===== config.mk =====
export PLATFORM = sky130hd
export DESIGN_NAME = irq_prio_ctrl
export DESIGN_NICKNAME = d
export VERILOG_FILES = /design/src/rtl/irq_prio_pkg.sv /design/src/rtl/irq_req_latch.sv /design/src/rtl/irq_resolver.sv /design/src/rtl/irq_prio_ctrl.sv
export SDC_FILE = /design/constraint.sdc
export NUM_CORES = 1
export LEC_CHECK = 0
export BUFFER_PORTS_ARGS = -buffer_cell sky130_fd_sc_hd__buf_4
export CAP_MARGIN = 10
export CORE_MARGIN = 2
export CORE_UTILIZATION = 59
export CTS_CLUSTER_SIZE = 20
export DETAILED_ROUTE_END_ITERATION = 6
export GPL_TIMING_DRIVEN = 0
export PLACE_DENSITY = 0.8
export SLEW_MARGIN = 20
export SYNTH_ARGS = -nofsm -noshare
export SYNTH_HDL_FRONTEND = slang
export SYNTH_HIERARCHICAL = 1
export SYNTH_SLANG_ARGS = --single-unit

===== constraint.sdc =====
create_clock -name clk -period 4.7 [get_ports clk]
set_input_delay 0.47 -clock clk [delete_from_list [all_inputs] [get_ports clk]]
set_output_delay 0.47 -clock clk [all_outputs]
set_load 0.01 [all_outputs]

===== src/rtl/irq_prio_pkg.sv =====
package irq_prio_pkg;
    parameter int IRQ_N  = 8;
    parameter int DATA_W = 8;
    localparam int IDX_W = $clog2(IRQ_N);

    typedef enum logic [1:0] {
        SETUP_IDLE,
        SETUP_BASE,
        SETUP_LINES,
        SETUP_MODE
    } setup_e;

    typedef struct packed {
        logic [IRQ_N-1:0]  imr;
        logic [IRQ_N-1:0]  isr;
        logic [IRQ_N-1:0]  lines;
        logic [DATA_W-1:0] base;
        logic              level;
        logic              auto_end;
        logic              rd_isr;
        setup_e            setup;
        logic [DATA_W-1:0] vec;
        logic              vec_v;
        logic              slave;
    } ctrl_s;
endpackage


===== src/rtl/irq_req_latch.sv =====
module irq_req_latch #(
    parameter int N = 8
) (
    input  logic         clk,
    input  logic         rst_n,
    input  logic [N-1:0] irq_i,
    input  logic         level_i,
    input  logic [N-1:0] clr_i,
    output logic [N-1:0] pend_o
);
    logic [N-1:0] prev_d, prev_q;
    logic [N-1:0] pend_d, pend_q;
    logic [N-1:0] rise;

    for (genvar g = 0; g < N; g++) begin : g_rise
        assign rise[g] = irq_i[g] & ~prev_q[g];
    end

    always_comb begin
        prev_d = irq_i;
        if (level_i) begin
            pend_d = irq_i & ~clr_i;
        end else begin
            pend_d = (pend_q & ~clr_i) | rise;
        end
    end

    always_ff @(posedge clk or negedge rst_n) begin
        if (!rst_n) begin
            prev_q <= '0;
            pend_q <= '0;
        end else begin
            prev_q <= prev_d;
            pend_q <= pend_d;
        end
    end

    assign pend_o = pend_q;

    AST_EDGE_HOLDS: assert property (@(posedge clk) disable iff (!rst_n)
        !level_i |=> ((($past(pend_q) & ~$past(clr_i)) & ~pend_q) == '0));
endmodule


===== src/rtl/irq_resolver.sv =====
module irq_resolver #(
    parameter int N = 8,
    localparam int IW = $clog2(N)
) (
    input  logic [N-1:0] pend_i,
    input  logic [N-1:0] mask_i,
    input  logic [N-1:0] isr_i,
    output logic [IW-1:0] win_idx_o,
    output logic [IW-1:0] isr_top_o,
    output logic          isr_any_o,
    output logic          raise_o
);
    logic [N-1:0] elig;
    logic         win_any;

    assign elig = pend_i & ~mask_i;

    always_comb begin
        win_idx_o = '0;
        win_any   = 1'b0;
        isr_top_o = '0;
        isr_any_o = 1'b0;
        for (int i = N - 1; i >= 0; i--) begin
            if (elig[i]) begin
                win_idx_o = IW'(i);
                win_any   = 1'b1;
            end
            if (isr_i[i]) begin
                isr_top_o = IW'(i);
                isr_any_o = 1'b1;
            end
        end
        raise_o = win_any && (!isr_any_o || (win_idx_o < isr_top_o));
    end
endmodule


===== src/rtl/irq_prio_ctrl.sv =====
module irq_prio_ctrl
    import irq_prio_pkg::*;
(
    input  logic              clk,
    input  logic              rst_n,
    input  logic [IRQ_N-1:0]  irq_i,
    input  logic              wr_i,
    input  logic              addr_i,
    input  logic [DATA_W-1:0] wdata_i,
    output logic [DATA_W-1:0] rdata_o,
    input  logic              inta_i,
    output logic              int_o,
    output logic [DATA_W-1:0] vec_o,
    output logic              vec_valid_o,
    output logic              slave_o
);
    ctrl_s q, d;

    logic [IRQ_N-1:0] pend;
    logic [IRQ_N-1:0] clr;
    logic [IDX_W-1:0] win_idx;
    logic [IDX_W-1:0] isr_top;
    logic             isr_any;
    logic             raise;
    logic             svc;
    logic             wr_cmd, wr_dat;
    logic             cmd_setup, cmd_end, cmd_sel;

    irq_req_latch #(.N(IRQ_N)) u_latch (
        .clk     (clk),
        .rst_n   (rst_n),
        .irq_i   (irq_i),
        .level_i (q.level),
        .clr_i   (clr),
        .pend_o  (pend)
    );

    irq_resolver #(.N(IRQ_N)) u_resolve (
        .pend_i    (pend),
        .mask_i    (q.imr),
        .isr_i     (q.isr),
        .win_idx_o (win_idx),
        .isr_top_o (isr_top),
        .isr_any_o (isr_any),
        .raise_o   (raise)
    );

    assign wr_cmd    = wr_i && !addr_i;
    assign wr_dat    = wr_i && addr_i;
    assign cmd_setup = wr_cmd && wdata_i[4];
    assign cmd_end   = wr_cmd && !wdata_i[4] && !wdata_i[3];
    assign cmd_sel   = wr_cmd && !wdata_i[4] && wdata_i[3];
    assign svc       = inta_i && raise && (q.setup == SETUP_IDLE);

    always_comb begin
        d       = q;
        d.vec_v = 1'b0;
        d.slave = 1'b0;
        clr     = '0;

        if (inta_i) begin
            d.vec_v = 1'b1;
            if (svc) begin
                d.vec      = q.base + DATA_W'(win_idx);
                d.slave    = q.lines[win_idx];
                clr[win_idx] = 1'b1;
                if (!q.auto_end) begin
                    d.isr[win_idx] = 1'b1;
                end
            end else begin
                d.vec = q.base + DATA_W'(IRQ_N - 1);
            end
        end

        if (cmd_setup) begin
            d.setup  = SETUP_BASE;
            d.level  = wdata_i[3];
            d.imr    = '0;
            d.isr    = '0;
            d.rd_isr = 1'b0;
            clr      = '1;
        end else if (cmd_end) begin
            case (wdata_i[7:5])
                3'b001: begin
                    if (isr_any) begin
                        d.isr[isr_top] = 1'b0;
                    end
                end
                3'b011: d.isr[wdata_i[IDX_W-1:0]] = 1'b0;
                default: ;
            endcase
        end else if (cmd_sel && wdata_i[1]) begin
            d.rd_isr = wdata_i[0];
        end

        if (wr_dat) begin
            case (q.setup)
                SETUP_IDLE:  d.imr = wdata_i[IRQ_N-1:0];
                SETUP_BASE: begin
                    d.base  = wdata_i;
                    d.setup = SETUP_LINES;
                end
                SETUP_LINES: begin
                    d.lines = wdata_i[IRQ_N-1:0];
                    d.setup = SETUP_MODE;
                end
                SETUP_MODE: begin
                    d.auto_end = wdata_i[1];
                    d.setup    = SETUP_IDLE;
                end
                default: d.setup = SETUP_IDLE;
            endcase
        end
    end

    always_ff @(posedge clk or negedge rst_n) begin
        if (!rst_n) begin
            q          <= '0;
            q.imr      <= '1;
            q.setup    <= SETUP_IDLE;
        end else begin
            q <= d;
        end
    end

    assign int_o       = raise && (q.setup == SETUP_IDLE);
    assign vec_o       = q.vec;
    assign vec_valid_o = q.vec_v;
    assign slave_o     = q.slave;
    assign rdata_o     = addr_i ? DATA_W'(q.imr)
                                : (q.rd_isr ? DATA_W'(q.isr) : DATA_W'(pend));

    AST_INT_NEEDS_PENDING: assert property (@(posedge clk) disable iff (!rst_n)
        int_o |-> ((pend & ~q.imr) != '0));
    AST_ACK_ADDS_LEVEL: assert property (@(posedge clk) disable iff (!rst_n)
        (svc && !q.auto_end && !wr_i) |=> ($countones(q.isr) == $countones($past(q.isr)) + 1));
    AST_SPURIOUS_KEEPS_ISR: assert property (@(posedge clk) disable iff (!rst_n)
        (inta_i && !raise && !wr_i) |=> (q.isr == $past(q.isr)));
    AST_VEC_ONE_CYCLE: assert property (@(posedge clk) disable iff (!rst_n)
        (vec_valid_o && !inta_i) |=> !vec_valid_o);
    AST_SLAVE_WITH_VEC: assert property (@(posedge clk) disable iff (!rst_n)
        slave_o |-> vec_valid_o);
endmodule


==> flow_metrics.env, run 1 <==
export IMPL_status="completed"
export IMPL_cpPeakStageDelay_ns=0.58
export IMPL_start_util_pct=61.8
export IMPL_drive_above_1_share_pct=27.3
export IMPL_crit_cells=14
export IMPL_synth_fp_nets=407
export IMPL_cp_max_fo=6
export IMPL_die_x_um=83.2
export IMPL_setup_viol=0
export IMPL_grt_use_total_pct=27.1
export IMPL_rsz0062_at_grt="no"
export IMPL_final_cell_mix="55 x dfrtp_1, 49 x buf_4, 40 x o21ai_0"
export IMPL_syn_inst=375
export IMPL_powerDensity_nw_per_um2=606
export IMPL_slew_violations=0
export IMPL_crit_top_cell="ha_1"
export IMPL_rows=28
export IMPL_die_area_um2=6920
export IMPL_synth_top_area_cell="dfrtp_1"
export IMPL_grt_pass1_vias=2930
export IMPL_firstDrtPassIters=5
export IMPL_cp_cell_sequence="nor2b_4 -> nand2b_1 -> nor3_1 -> nor2b_1 -> ha_1 -> a21oi_1 -> nand3b_1 -> a32oi_1 -> nand3_1 -> or2_2 -> ha_1 -> a21o_1 -> o2111a_1 -> or3_1"
export IMPL_num_vias=3168
export IMPL_synth_cell_area_um2=3700
export IMPL_cp_required_ns=4.92
export IMPL_seq_area_frac_synth_pct=42.9
export IMPL_clockBufferDepth=2
export IMPL_drc=0
export IMPL_antenna_found_initial=0
export IMPL_synth_seq_cells=63
export IMPL_reg2regPathDepth=14
export IMPL_grt_overflow=0
export IMPL_final_nets=456
export IMPL_leakagePower_nw=1.96
export IMPL_synth_edf_count=0
export IMPL_worstMarginPinSlew_ns=0.782
export IMPL_drv_cap=0
export IMPL_crit_slowest_cell="dfstp_2"
export IMPL_clk_pin_slew_ns=0.08
export IMPL_wl_per_cell_um=17.7
export IMPL_syn_to_final_growth_pct=16.5
export IMPL_die_h_um=83.2
export IMPL_grt_max_degree=64
export IMPL_max_freq_mhz=251
export IMPL_relSlewSlack_pct=47.9
export IMPL_synthXorXnorAreaFrac_pct=0.237
export IMPL_post_cts_resized=0
export IMPL_ant_nets=0
export IMPL_gp_congestion=0.908
export IMPL_clock_latency_ns=0.35
export IMPL_n_fill_cell=440
export IMPL_cp_top_family="simple AND/OR/NAND/NOR gates"
export IMPL_wirelength_um=8910
export IMPL_diodes=0
export IMPL_fin_crit_sh_pct=84.7
export IMPL_finalPower_mw=2.61
export IMPL_synthMuxAreaShare_pct=7.88
export IMPL_finalSetupTns_ns=0
export IMPL_io_buffers=38
export IMPL_core_um2=5990
export IMPL_ys_warn_count=6
export IMPL_synth_top_family_by_area="compound AO/OA/AOI/OAI gates"
export IMPL_min_path_type="primary input to async pin"
export IMPL_syn_mean_instance_area_um2=9.87
export IMPL_worstPathArrival_ns=4.20
export IMPL_cts_root_buf="clkbuf_8"
export IMPL_hpwl_um=6270
export IMPL_cp_num_buf_inv=0
export IMPL_critPathLaunchType="register"
export IMPL_clock_sinks=63
export IMPL_synth_compound_area_share_pct=19.2
export IMPL_async_flop_share_pct=100
export IMPL_finClkSkew_ns=0.0114
export IMPL_yosys_area_share_simple_pct=18.8
export IMPL_finalHoldViolCount=0
export IMPL_htree_levels=3
export IMPL_multi_input_area_um2=1850
export IMPL_cts_buffers=9
export IMPL_crit_type="register to register"
export IMPL_drt_initial_drc_count=272
export IMPL_yosys_most_used_dff="dfrtp_1"
export IMPL_synth_fa_ha_area_share_pct=3.92
export IMPL_cts_tree="yes"
export IMPL_ctsHoldBuffers=0
export IMPL_cts_setup_buffers=0
export IMPL_vdd_ir_drop_max_mv=0.401
export IMPL_synth_top_area_share_pct=37.2
export IMPL_worstSetupEndpointType="register"
export IMPL_io_pins=40
export IMPL_avgViaCountPerCell=6.29
export IMPL_final_common_cell="dfrtp_1"
export IMPL_grt_pass1_wl_um=14900
export IMPL_period_needed_ns=3.98
export IMPL_seq_area_um2=1590
export IMPL_synth_cell_types=58
export IMPL_synth_area_top_cells="dfrtp_1 37%, dfstp_2 5.7%, o21ai_0 5.4%, nand2_1 3.9%, mux2_2 3.7%"
## where the power goes
group	switching [mW]	internal [mW]	leakage (nW)	total [mW]
registers	0.175	0.751	0.750	0.926
logic	0.575	0.568	1.10	1.14
clock network	0.218	0.326	0.112	0.544
## metal layers
| layer | track usage (%) | part of all wire [%] |
|---|---|---|
| met5 | 0 | 0 |
| met4 | 10.7 | 2.1 |
| met3 | 4.27 | 8.6 |
| met2 | 40.5 | 46 |
| met1 | 39.8 | 43 |
## synth_stat cells (10+ instances only)
cell type,number
inv_1,28
mux2_2,12
buf_4,11
a22o_1,10
o21ai_0,40
a21oi_1,19
mux2i_1,10
dfrtp_1,55
nor2_1,13
buf_2,11
nand2b_1,16
nand2_1,38
ha_1,10
## cell type report
class                           count  share of cell area, %
Clock buffer                       11                   3.51
Inverter                           28                   2.44
Timing Repair Buffer               38                   6.62
Clock inverter                      5                   1.86
Multi-Input combinational cell    260                   42.9
Sequential cell                    63                   36.8
Tap cell                           75                   2.18
Buffer                             24                   3.71
## kinds of logic after synthesis
logic type               after synthesis
AO/OA/AOI/OAI                        105
XOR/XNOR                               1
adder cells (fa/ha/maj)               11
buffers and inverters                 52
flip-flops                            63
multiplexers                          25
AND/OR/NAND/NOR                      118
## sequential cells by signal (all words and copies together), names as in the netlist
name	count
u_latch/pend_o	8
slave_o	1
u_latch/prev_q	8
q	37
vec_o	8
vec_valid_o	1
## worst paths after layout
check	start	end	slack [ns]
min reg2reg	q[23]	q[23]	0.49
max	q[39]	vec_o[7]	0.72
max in group asynchronous	rst_n	u_latch/prev_q[0]	3.99
min	rst_n	q[10]	0.19
max reg2reg	q[39]	vec_o[7]	0.72
min in group clk	irq_i[6]	u_latch/prev_q[6]	0.24
## per-stage QoR
stage	std cells	area (um2)	utilization (%)	setup WS [ns]	hold slack, ns
6_report	504	4310	72.0	0.721	0.192
5_1_grt	504	4310	72.0	0.458	0.236
4_1_cts	504	4310	72.0	0.756	0.231
3_5_place_dp	488	4080	68.1	0.771	0.472
3_3_place_gp	488	4080	68.1	0.863	0.461
2_1_floorplan	375	3700	-	1.18	0.174
## worst reg2reg max path, stage by stage, from the launching register on
cell	delay, ns
dfstp_2	0.58
nor2b_4	0.06
nand2b_1	0.15
nor3_1	0.23
nor2b_1	0.20
ha_1	0.26
a21oi_1	0.20
nand3b_1	0.10
a32oi_1	0.39
nand3_1	0.19
or2_2	0.31
ha_1	0.33
a21o_1	0.25
o2111a_1	0.23
or3_1	0.37
(Power assumes the default switching activity.)
==> run 2: changes to the inputs <==
Clock period 4.7 ns to 3.9 ns, I/O delays scaled along.
==> flow_metrics.env, run 2 (synthesis gave the netlist of run 1 again) <==
export IMPL_finalSetupTns_ns=0
export IMPL_grt_max_degree=64
export IMPL_die_h_um=83.2
export IMPL_fin_area_um2=4390
export IMPL_drv_cap=0
export IMPL_cp_required_ns=4.12
export IMPL_clock_sinks=63
export IMPL_setup_viol=0
export IMPL_htree_levels=3
export IMPL_drc=0
export IMPL_clockBufferDepth=2
export IMPL_wirelength_um=9080
export IMPL_drive_above_1_share_pct=30.0
export IMPL_min_path_type="primary input to async pin"
export IMPL_core_um2=5990
export IMPL_die_x_um=83.2
export IMPL_final_cell_mix="55 x dfrtp_1, 53 x buf_4, 39 x o21ai_0"
export IMPL_switchingPower_mw=1.22
export IMPL_firstDrtPassIters=5
export IMPL_max_freq_mhz=262
export IMPL_swShare_pct=37.3
export IMPL_drt_initial_drc_count=285
export IMPL_cts_buffers=9
export IMPL_rows=28
export IMPL_p_int_mw=2.05
export IMPL_ctsHoldBuffers=0
export IMPL_critPathLaunchType="register"
export IMPL_vdd_ir_drop_max_mv=0.498
export IMPL_final_common_cell="dfrtp_1"
export IMPL_largest_reg_flops=37
export IMPL_post_dp_cell_area_um2=4080
export IMPL_status="completed"
export IMPL_grt_pass1_vias=2941
export IMPL_relSlewSlack_pct=47.7
export IMPL_seqPwrFrac_pct=34.3
export IMPL_cts_root_buf="clkbuf_8"
export IMPL_fin_crit_sh_pct=97.9
export IMPL_io_buffers=38
export IMPL_start_util_pct=61.8
export IMPL_period_needed_ns=3.82
export IMPL_worstMarginPinSlew_ns=0.785
export IMPL_hpwl_um=6270
export IMPL_num_vias=3133
export IMPL_antenna_found_initial=0
export IMPL_cp_max_fo=6
export IMPL_cts_tree="yes"
export IMPL_final_nets=460
export IMPL_syn_to_final_growth_pct=18.6
export IMPL_power_frac_comb_pct=45.6
export IMPL_slew_violations=0
export IMPL_finalPower_mw=3.28
export IMPL_largest_register="q"
export IMPL_finClkSkew_ns=0.0115
export IMPL_grt_pass1_wl_um=15000
export IMPL_clock_latency_ns=0.35
export IMPL_die_area_um2=6920
export IMPL_io_pins=40
export IMPL_final_cells=508
export IMPL_powerDensity_nw_per_um2=746
export IMPL_diodes=0
export IMPL_avgViaCountPerCell=6.17
export IMPL_crit_type="register to register"
export IMPL_ant_nets=0
export IMPL_grt_overflow=0
export IMPL_wl_per_cell_um=17.9
export IMPL_grt_use_total_pct=27.2
export IMPL_clk_pin_slew_ns=0.07
export IMPL_worstPathArrival_ns=4.04
export IMPL_dp_cells=488
export IMPL_clkPwrFrac_pct=20.0
export IMPL_gp_congestion=0.908
export IMPL_worstSetupEndpointType="register"
export IMPL_finalHoldViolCount=0
export IMPL_leakagePower_nw=1.99
## run 2: cell count changes in the layout (fill, tap and decap cells not counted), sizes merged
| cell | before | now |
|---|---|---|
| buf | 62 | 66 |
## run 2: cell type report
| cell class | count | area, um2 |
|---|---|---|
| Tap cell | 75 | 93.8 |
| Clock inverter | 5 | 80.1 |
| Timing Repair Buffer | 42 | 315 |
| Clock buffer | 11 | 151 |
| Inverter | 28 | 105 |
| Sequential cell | 63 | 1590 |
| Multi-Input combinational cell | 260 | 1900 |
| Fill cell | 424 | 1600 |
| Buffer | 24 | 160 |
## run 2: layer usage
| metal | part of all wire, % | wire length (um) | up-vias | track usage [%] |
|---|---|---|---|---|
| li1 | - | - | 1450 | - |
| met1 | 45 | 4100 | 1528 | 39.7 |
| met2 | 47 | 4240 | 134 | 40.6 |
| met3 | 6.0 | 543 | 21 | 4.47 |
| met4 | 2.2 | 199 | 0 | 10.6 |
| met5 | 0 | 0 | - | 0 |
## run 2: final timing paths
path,from,to,slack [ns],cells past startpoint
max in group asynchronous,rst_n,u_latch/prev_q[0],3.26,1
setup reg to reg,q[39],vec_o[7],0.08,14
min in group clk,irq_i[6],u_latch/prev_q[6],0.16,1
hold reg to reg,q[23],q[23],0.49,2
setup / recovery,q[39],vec_o[7],0.08,14
hold / removal,rst_n,q[11],0.12,1
## run 2: power groups by stage
stage	Combinational, mW	Sequential (mW)	Clock [mW]
5_1_grt	1.64	1.15	0.694
4_1_cts	1.40	1.11	0.661
3_5_place_dp	1.35	1.12	0
2_1_floorplan	0.992	1.05	0
6_report	1.50	1.13	0.656
3_3_place_gp	1.31	1.11	0
## run 2: what timing repair did
action	CTS	global route
hold endpoints to repair	0	0
gates resized for setup	2	9
pin swaps	1	8
setup endpoints to repair	3	5
setup buffers	1	3
## run 2: metrics by stage
step	setup slack [ns]	hold WS (ns)	utilization, %
floorplan	0.382	0.0944	-
CTS	0.0535	0.151	72.3
detailed placement	-0.0294	0.472	68.1
global placement	0.0631	0.461	68.1
global route	-0.0972	0.156	73.3
finish	0.0812	0.123	73.3
## run 2: worst max-delay path, stage by stage, from the launching register on
cell and delay (ns):
dfstp_2 0.58, nor2b_4 0.06, nand2b_1 0.16, nor3_2 0.21, nor2b_4 0.20, ha_1 0.25
a21oi_2 0.17, nand3b_1 0.10, a32oi_2 0.35, nand3_2 0.13, or2_2 0.33, ha_1 0.30
and3_2 0.24, o2111a_1 0.24, or3_1 0.37
